--- src/rtl/rxr_pkg.sv ---
package rxr_pkg;
    localparam int NUM_SLOTS = 4;
    localparam int PTR_W     = $clog2(NUM_SLOTS);
    localparam int ADDR_W    = 3;

    typedef enum logic [PTR_W-1:0] {SLOT0, SLOT1, SLOT2, SLOT3} slot_e;

    localparam logic [ADDR_W-1:0] A_CTRL = 3'd0;
    localparam logic [ADDR_W-1:0] A_STAT = 3'd1;
    localparam logic [ADDR_W-1:0] A_D0   = 3'd2;
    localparam logic [ADDR_W-1:0] A_D1   = 3'd3;
    localparam logic [ADDR_W-1:0] A_D2   = 3'd4;
    localparam logic [ADDR_W-1:0] A_D3   = 3'd5;
    localparam logic [ADDR_W-1:0] A_PFLG = 3'd6;
    localparam logic [ADDR_W-1:0] A_OFLG = 3'd7;
endpackage

--- src/rtl/rxr_ptr_fsm.sv ---
module rxr_ptr_fsm
    import rxr_pkg::*;
(
    input  logic                 clk,
    input  logic                 rst_n,
    input  logic                 ring_en,
    input  logic                 store,
    output logic [PTR_W-1:0]     ptr_o,
    output logic [NUM_SLOTS-1:0] sel_oh
);
    slot_e cur, nxt;

    always_ff @(posedge clk or negedge rst_n) begin
        if (!rst_n) cur <= SLOT0;
        else        cur <= nxt;
    end

    always_comb begin
        nxt = cur;
        if (!ring_en) begin
            nxt = SLOT0;                 // FORCE_ZERO
        end else if (store) begin
            unique case (cur)            // ADVANCE
                SLOT0: nxt = SLOT1;
                SLOT1: nxt = SLOT2;
                SLOT2: nxt = SLOT3;
                SLOT3: nxt = SLOT0;
            endcase
        end                              // otherwise HOLD
    end

    always_comb begin
        ptr_o  = cur;
        sel_oh = '0;
        unique case (cur)
            SLOT0: sel_oh[0] = 1'b1;
            SLOT1: sel_oh[1] = 1'b1;
            SLOT2: sel_oh[2] = 1'b1;
            SLOT3: sel_oh[3] = 1'b1;
        endcase
    end

    assert_ptr_step_R2: assert property (@(posedge clk) disable iff (!rst_n)
        (ring_en && store) |=> ptr_o == $past(ptr_o) + 2'd1);
    assert_single_zero_R1: assert property (@(posedge clk) disable iff (!rst_n)
        !ring_en |=> ptr_o == '0);
    assert_ptr_hold_R3: assert property (@(posedge clk) disable iff (!rst_n)
        (ring_en && !store) |=> $stable(ptr_o));
    assert_sel_onehot_R2: assert property (@(posedge clk) disable iff (!rst_n)
        $countones(sel_oh) == 1);
endmodule

--- src/rtl/rxr_slot.sv ---
module rxr_slot #(
    parameter int DATA_W = 8
) (
    input  logic              clk,
    input  logic              rst_n,
    input  logic              store_i,
    input  logic [DATA_W-1:0] data_i,
    input  logic              perr_i,
    input  logic              mp_i,
    input  logic              consume_i,
    input  logic              clr_perr_i,
    input  logic              clr_ovr_i,
    output logic [DATA_W-1:0] data_o,
    output logic              unread_o,
    output logic              perr_o,
    output logic              mp_o,
    output logic              ovr_o
);
    always_ff @(posedge clk or negedge rst_n) begin
        if (!rst_n) begin
            data_o   <= '0;
            unread_o <= 1'b0;
            perr_o   <= 1'b0;
            mp_o     <= 1'b0;
            ovr_o    <= 1'b0;
        end else begin
            if (store_i) begin
                data_o <= data_i;
                mp_o   <= mp_i;
            end
            if (store_i)        unread_o <= 1'b1;
            else if (consume_i) unread_o <= 1'b0;
            if (store_i)         perr_o <= perr_i;
            else if (clr_perr_i) perr_o <= 1'b0;
            if (store_i && unread_o) ovr_o <= 1'b1;
            else if (clr_ovr_i)      ovr_o <= 1'b0;
        end
    end

    assert_unread_set_R9: assert property (@(posedge clk) disable iff (!rst_n)
        store_i |=> unread_o);
    assert_unread_clr_R9: assert property (@(posedge clk) disable iff (!rst_n)
        (consume_i && !store_i) |=> !unread_o);
    assert_overrun_R8: assert property (@(posedge clk) disable iff (!rst_n)
        (store_i && unread_o) |=> ovr_o);
    assert_collide_R11: assert property (@(posedge clk) disable iff (!rst_n)
        (store_i && consume_i) |=> unread_o);
endmodule

--- src/rtl/rx_ring_buffer.sv ---
module rx_ring_buffer
    import rxr_pkg::*;
#(
    parameter int DATA_W = 8
) (
    input  logic              clk,
    input  logic              rst_n,
    input  logic              rx_valid,
    input  logic [DATA_W-1:0] rx_data,
    input  logic              rx_parity_err,
    input  logic              rx_mp,
    input  logic              rx_frame_err,
    input  logic [ADDR_W-1:0] addr,
    input  logic              wr_en,
    input  logic [DATA_W-1:0] wr_data,
    input  logic              rd_en,
    output logic [DATA_W-1:0] rd_data,
    output logic              irq
);
    logic                 ring_q;
    logic [NUM_SLOTS-1:0] ie_q, req_q, sel_oh, store_sel;
    logic                 frame_q;
    logic [PTR_W-1:0]     ptr;
    logic [DATA_W-1:0]    slot_data [NUM_SLOTS];
    logic [NUM_SLOTS-1:0] unread, perr, mp, ovr;
    logic [NUM_SLOTS-1:0] consume, req_set, req_clr;
    logic                 wr_ctrl, wr_stat, wr_pflg, wr_oflg;

    assign wr_ctrl = wr_en && (addr == A_CTRL);
    assign wr_stat = wr_en && (addr == A_STAT);
    assign wr_pflg = wr_en && (addr == A_PFLG);
    assign wr_oflg = wr_en && (addr == A_OFLG);

    rxr_ptr_fsm u_ptr (
        .clk     (clk),
        .rst_n   (rst_n),
        .ring_en (ring_q),
        .store   (rx_valid),
        .ptr_o   (ptr),
        .sel_oh  (sel_oh)
    );

    assign store_sel = ring_q ? sel_oh : NUM_SLOTS'(1);

    for (genvar k = 0; k < NUM_SLOTS; k++) begin : g_slot
        assign consume[k] = rd_en && (addr == A_D0 + ADDR_W'(k));
        assign req_set[k] = rx_valid && store_sel[k] && ie_q[k];
        assign req_clr[k] = wr_stat && wr_data[4+k];
        rxr_slot #(.DATA_W(DATA_W)) u_slot (
            .clk        (clk),
            .rst_n      (rst_n),
            .store_i    (rx_valid && store_sel[k]),
            .data_i     (rx_data),
            .perr_i     (rx_parity_err),
            .mp_i       (rx_mp),
            .consume_i  (consume[k]),
            .clr_perr_i (wr_pflg && wr_data[k]),
            .clr_ovr_i  (wr_oflg && wr_data[k]),
            .data_o     (slot_data[k]),
            .unread_o   (unread[k]),
            .perr_o     (perr[k]),
            .mp_o       (mp[k]),
            .ovr_o      (ovr[k])
        );
    end

    always_ff @(posedge clk or negedge rst_n) begin
        if (!rst_n) begin
            ring_q  <= 1'b0;
            ie_q    <= '0;
            frame_q <= 1'b0;
            req_q   <= '0;
        end else begin
            if (wr_ctrl) begin
                ring_q <= wr_data[0];
                ie_q   <= wr_data[7:4];
            end
            if (rx_valid && rx_frame_err)  frame_q <= 1'b1;
            else if (wr_stat && wr_data[2]) frame_q <= 1'b0;
            req_q <= (req_q & ~req_clr) | req_set;
        end
    end

    assign irq = |req_q;

    always_comb begin
        rd_data = '0;
        case (addr)
            A_CTRL: rd_data = DATA_W'({ie_q, 3'b000, ring_q});
            A_STAT: rd_data = DATA_W'({req_q, irq, frame_q, ptr});
            A_D0:   rd_data = slot_data[0];
            A_D1:   rd_data = slot_data[1];
            A_D2:   rd_data = slot_data[2];
            A_D3:   rd_data = slot_data[3];
            A_PFLG: rd_data = DATA_W'({mp, perr});
            A_OFLG: rd_data = DATA_W'({unread, ovr});
            default: rd_data = '0;
        endcase
    end

    assert_req_enabled_R4: assert property (@(posedge clk) disable iff (!rst_n)
        ((req_q & ~$past(req_q)) != '0) |->
            ($past(rx_valid) && (((req_q & ~$past(req_q)) & ~$past(ie_q)) == '0)));
    assert_irq_raise_R5: assert property (@(posedge clk) disable iff (!rst_n)
        (rx_valid && ((store_sel & ie_q) != '0)) |=> irq);
    assert_frame_sticky_R7: assert property (@(posedge clk) disable iff (!rst_n)
        (rx_valid && rx_frame_err) |=> frame_q);
    assert_frame_hold_R7: assert property (@(posedge clk) disable iff (!rst_n)
        (frame_q && !(wr_stat && wr_data[2])) |=> frame_q);
endmodule

--- config.mk ---
export PLATFORM = sky130hd
export DESIGN_NAME = rx_ring_buffer
export DESIGN_NICKNAME = d
export VERILOG_FILES = /design/src/rtl/rxr_pkg.sv /design/src/rtl/rxr_ptr_fsm.sv /design/src/rtl/rxr_slot.sv /design/src/rtl/rx_ring_buffer.sv
export SDC_FILE = /design/constraint.sdc
export NUM_CORES = 1
export LEC_CHECK = 0
export BUFFER_PORTS_ARGS = -buffer_cell sky130_fd_sc_hd__buf_4
export CAP_MARGIN = 20
export CORE_MARGIN = 1.5
export CORE_UTILIZATION = 50
export CTS_BUF_LIST = sky130_fd_sc_hd__clkbuf_8 sky130_fd_sc_hd__clkbuf_16
export CTS_CLUSTER_DIAMETER = 120
export DETAILED_ROUTE_END_ITERATION = 6
export PLACE_DENSITY_LB_ADDON = 0.08
export SLEW_MARGIN = 0
export SYNTH_ARGS = -nofsm -noshare
export SYNTH_HDL_FRONTEND = slang
export SYNTH_SLANG_ARGS = --single-unit
--- constraint.sdc ---
create_clock -name clk -period 2 [get_ports clk]
set_clock_uncertainty 0.2 [all_clocks]
set_input_delay 0.3 -clock clk [delete_from_list [all_inputs] [get_ports clk]]
set_output_delay 0.3 -clock clk [all_outputs]
set_load 0.01 [all_outputs]
---- Yosys cells after proc, flatten, opt, wreduce, memory -nomap -nowiden ----
Index checks and enable logic that the tools add are counted.
W data, S select, Z words.
word-level totals
  flip-flop bits (word level) ............. 60
  latch bits .............................. 0
  RAM bits ................................ 0
  ROM bits ................................ 0
  input port bits ......................... 27
  output and inout port bits .............. 9
  word-level logic and storage cells ...... 124
  memories kept ........................... 0
cells by class
  add/sub/neg operators ................... 0
  multiply operators ...................... 0
  divide/modulo/power cells ............... 0
  $lt $le $gt $ge ......................... 0
  eq/ne operators ......................... 11
  shift-type cells ........................ 0
  mux-type cells .......................... 35
  bitwise gates (word level) .............. 3
  reduce and logical (&&, ||, !) cells .... 50
operators by type and width
  kind                  count
  $pmux W8 S8           1
  $logic_and A1 B1 Y1   34
  $mux W1               30
  $reduce_bool A2 Y1    13
  $eq A3 B3 Y1 const B  4
  $pmux W2 S4           1
  $eq A3 B2 Y1 const B  2
  $and A4 B4 Y4         1
  $eq A2 B2 Y1 const B  2
  $mux W2               2
  $mux W4               1
  $not A4 Y4            1
  $or A4 B4 Y4          1
  $reduce_or A4 Y1      1
  $eq A3 B1 Y1 const B  1
  $logic_not A3 Y1      1
  $eq A2 B1 Y1 const B  1
  $logic_not A2 Y1      1
  $ne A2 B2 Y1 const B  1

---- Depth between registers and ports, before layout ----
  word-level depth ........................ 6
  mapped depth ............................ 6
  gate-level depth less buffers ........... 4

---- Hierarchy ----
From an unflattened synthesis, not the netlist that was laid out.
unflattened totals
  cell total of the unflattened synthesis .. 257
  area, all modules ....................... 3185.6 um^2
by module, submodules not included
  module          instances  cells each  area each (um^2)  sequential area each (um^2)
  rxr_slot        4          30          481.7             300.3
  rx_ring_buffer  1          123         1108.6            250.2
  rxr_ptr_fsm     1          14          150.1             50.0

---- Least setup slack after synthesis ----
OpenSTA, ideal clock, no wires.
  path type ............................... register -> output
  from .................................... reg req_q[0]
  to ...................................... out rd_data[3]
  arrival ................................. 1.345 ns
  data required time ...................... 1.500 ns
  path slack .............................. 0.155 ns
  cell stages (with the launch flop) ...... 4
  buffers on the path ..................... 0
  cell sequence ........................... dfrtp_1 or4_4 a221oi_1 o2bb2ai_1
between the ends
  cells in the longest elaborated chain, start to end .. 2
ends and longest elaborated chain
  item                    RTL line              RTL
  from (decl)             rx_ring_buffer.sv:21  logic [NUM_SLOTS-1:0] ie_q, req_q, sel_oh, store_sel;
  from (signal assigned)  rx_ring_buffer.sv:80  req_q <= (req_q & ~req_clr) | req_set;
  $reduce_or A4 Y1        rx_ring_buffer.sv:84  assign irq = |req_q;
  net irq                 rx_ring_buffer.sv:18  output logic irq
  $pmux W8 S8             rx_ring_buffer.sv:88  case (addr)
  to (decl)               rx_ring_buffer.sv:17  output logic [DATA_W-1:0] rd_data,
The timed path passes the listed nets, and every way through them passes these cells.

---- Worst setup path after layout ----
  from .................................... reg req_q[2]
  to ...................................... out rd_data[3]
between the ends
  cells in the longest elaborated chain, start to end .. 2
ends and longest elaborated chain
  item              RTL line
  $reduce_or A4 Y1  rx_ring_buffer.sv:84
  $pmux W8 S8       rx_ring_buffer.sv:88
Every way passes these cells.

==> results.json <==
{
  "clk_path_buf_depth": 2,
  "synth-async-reset-ratio_pct": 100,
  "powerDensity_nw_per_um2": 1010,
  "maxSlewViolCount": 0,
  "drv_cap": 0,
  "period_share_pct": 113,
  "drt-initial-drc-count": 128,
  "clk_pin_slew_worst_paths_ns": 0.07,
  "reg2reg_slack_ns": 0.18,
  "grt_max_degree": 37,
  "fin_nets": 339,
  "finalPower_mw": 3.88,
  "crit_arrival_ns": 1.76,
  "rsz0062_at_grt": "true",
  "htreeDepth": 3,
  "synth.most_common_cell": "dfrtp_1",
  "coreArea_um2": 5890,
  "wl_per_cell_um": 18.4,
  "synthTopCellsByCount": "dfrtp_1 (60), mux2_2 (43), nand2_1 (17), mux2i_1 (15)",
  "synth_edf_count": 0,
  "crit_required_ns": 1.50,
  "syn_area_um2": 3040,
  "fp.dieH_um": 80.9,
  "hp-class": "primary input to register",
  "status": "finished with violations",
  "leakage_nw": 1.82,
  "postRouteAntennaNets": 0,
  "worstHoldStart": "rx_data[3]",
  "cts-root-buf": "clkbuf_8",
  "grt_use_total_pct": 24.4,
  "syn_to_final_growth_pct": 26.2,
  "ios": 36,
  "yosys_warnings": 0,
  "grt_pass1_wl_um": 11500,
  "critical_path_class": "register to output pin",
  "synth.area.top_cells": "dfrtp_1 (49%), mux2_2 (16%), mux2i_1 (4.9%)",
  "grt_pass1_vias": 2166,
  "drive_gt1_share_pct": 41.5,
  "setup_viol": 1,
  "slowest_delay_ns": 0.55,
  "synth_seq_cells": 60,
  "synth_top_area_share_pct": 49.4,
  "ys_seq_area_share_pct": 49.4,
  "die_w_um": 80.9,
  "cts_made_buffers": 9,
  "worstHoldEndpoint": "g_slot[1].u_slot.data_o[3]$_DFFE_PN0P_",
  "fin_ws_ns": -0.257,
  "reg2reg_depth": 5,
  "ys_types": 42,
  "yosysTopAreaCell": "dfrtp_1",
  "finalHoldViolCount": 0,
  "cts.sinks": 60,
  "gp_congestion": 0.838,
  "io_buffers": 35,
  "start_util_pct": 51.6,
  "crit_buf_inv": 1,
  "hold_ws_ns": 0.0190,
  "fmax_ghz": 0.443,
  "die_area_um2": 6550,
  "relSlewSlack_pct": 77.0,
  "r2r-start": "u_ptr.ptr_o[0]$_DFFE_PN0P_",
  "syn_nets": 275,
  "path_max_fanout": 2,
  "regToRegEndpoint": "g_slot[2].u_slot.data_o[3]$_DFFE_PN0P_",
  "synth_flop_cell": "dfrtp_1",
  "hpwl_um": 4980,
  "rows": 28,
  "drc": 0,
  "cp-end-kind": "output pin",
  "min_period_ns": 2.26,
  "hold_depth": 2,
  "max_slew.worst_pin.slew_ns": 0.345,
  "path_cells": "or4_4, a221oi_2, o2bb2ai_1, buf_4",
  "crit_family": "simple AND/OR/NAND/NOR gates",
  "num_antenna_cells": 0,
  "ir_drop_mv": 0.593,
  "dr_total_vias": 2144,
  "slowest_stage": "or4_4",
  "firstDrtPassIters": 4,
  "setup.worst_path.start_class": "register",
  "syn_inst": 244,
  "syn_avg_cell_area_um2": 12.4,
  "antenna_found_initial": 0,
  "failed_checks": "setup timing",
  "cts_tree": "done",
  "clkLatencyLatePin_ns": 0.34,
  "drt-total-wl_um": 7130,
  "via_per_inst": 5.53,
  "overflow": 0
}
state kept, by name, summed over array words and instances (netlist names):
| signal | cells |
|---|---|
| u_ptr.ptr_o | 2 |
| g_slot.u_slot.unread_o | 4 |
| g_slot.u_slot.mp_o | 4 |
| g_slot.u_slot.ovr_o | 4 |
| frame_q | 1 |
| g_slot.u_slot.data_o | 32 |
| req_q | 4 |
| ring_q | 1 |
| ie_q | 4 |
| g_slot.u_slot.perr_o | 4 |
area by class of cell:
class | count | area (um2)
Tap cell | 75 | 93.8
Clock inverter | 7 | 53.8
Multi-Input combinational cell | 157 | 1420
Sequential cell | 60 | 1500
Inverter | 11 | 41.3
Clock buffer | 9 | 124
Fill cell | 471 | 2050
Timing Repair Buffer | 69 | 598
where the power goes:
group	switching [mW]	internal [mW]	leakage (nW)
Clock	0.524	0.451	0.0814
Combinational	0.417	0.666	0.987
Sequential	0.237	1.58	0.752
Total	1.18	2.70	1.82
metrics by stage:
stage               TNS (ns)  setup slack [ns]  instance area (um2)  utilization, %  std cells
finish                -0.257            -0.257                 3830            65.1        388
global route          -0.446            -0.325                 3830            65.1        388
CTS                   -0.274            -0.267                 3810            64.7        387
detailed placement         0            0.0622                 3450            58.7        354
global placement           0            0.0621                 3450            58.7        354
floorplan                  0             0.155                 3040               -        244
cell families after synthesis:
family,Yosys count,share of synthesized area [%]
muxes,65,24.8
DFF,60,49.4
AOI/OAI and AO/OA,45,11.1
and+or+nand+nor,43,8.40
buffers and inverters,27,4.53
adders and majority gates,4,1.65
timing repair:
action | in CTS | in global routing
setup buffers | 3 | 1
gates resized for setup | 4 | 4
hold endpoints to repair | 83 | 0
endpoints found under the setup margin | 4 | 6
hold buffers | 14 | 0
pin swaps | 4 | 2
metal layers:
metal  share of wire [%]  track usage [%]
met1                  49             35.0
met2                  44             35.8
met3                 4.6             4.16
met4                 2.0             11.6
met5                   0                0
worst register-to-register path, stage by stage, from the launching register on:
cell and delay, ns:
dfrtp_2 0.45, inv_1 0.09, ha_1 0.20, and3_1 0.16, buf_4 0.23, mux2_2 0.36
worst max-delay path by stage:
stage	start	to	cells past startpoint
detailed placement	req_q[0]$_DFF_PN0_	rd_data[3]	4
floorplan	req_q[0]$_DFF_PN0_	rd_data[3]	3
global placement	req_q[0]$_DFF_PN0_	rd_data[3]	4
global route	req_q[2]$_DFF_PN0_	rd_data[3]	4
CTS	req_q[2]$_DFF_PN0_	rd_data[3]	4
finish	req_q[2]$_DFF_PN0_	rd_data[3]	4
placed cells by master, fill, tap and decap left out, types with 4 or more instances in the layout:
cell type	n
nand2_1	17
dfrtp_1	59
buf_4	50
o21ai_0	6
o22ai_1	4
mux2_4	6
mux2i_1	15
a22o_1	7
nor2_1	4
nand2b_1	4
dlygate4sd3_1	14
a221oi_1	4
o22a_1	4
inv_1	11
clkbuf_8	9
a21boi_1	4
mux2_2	42
ha_1	4
Power figures use the tool's default switching activity.
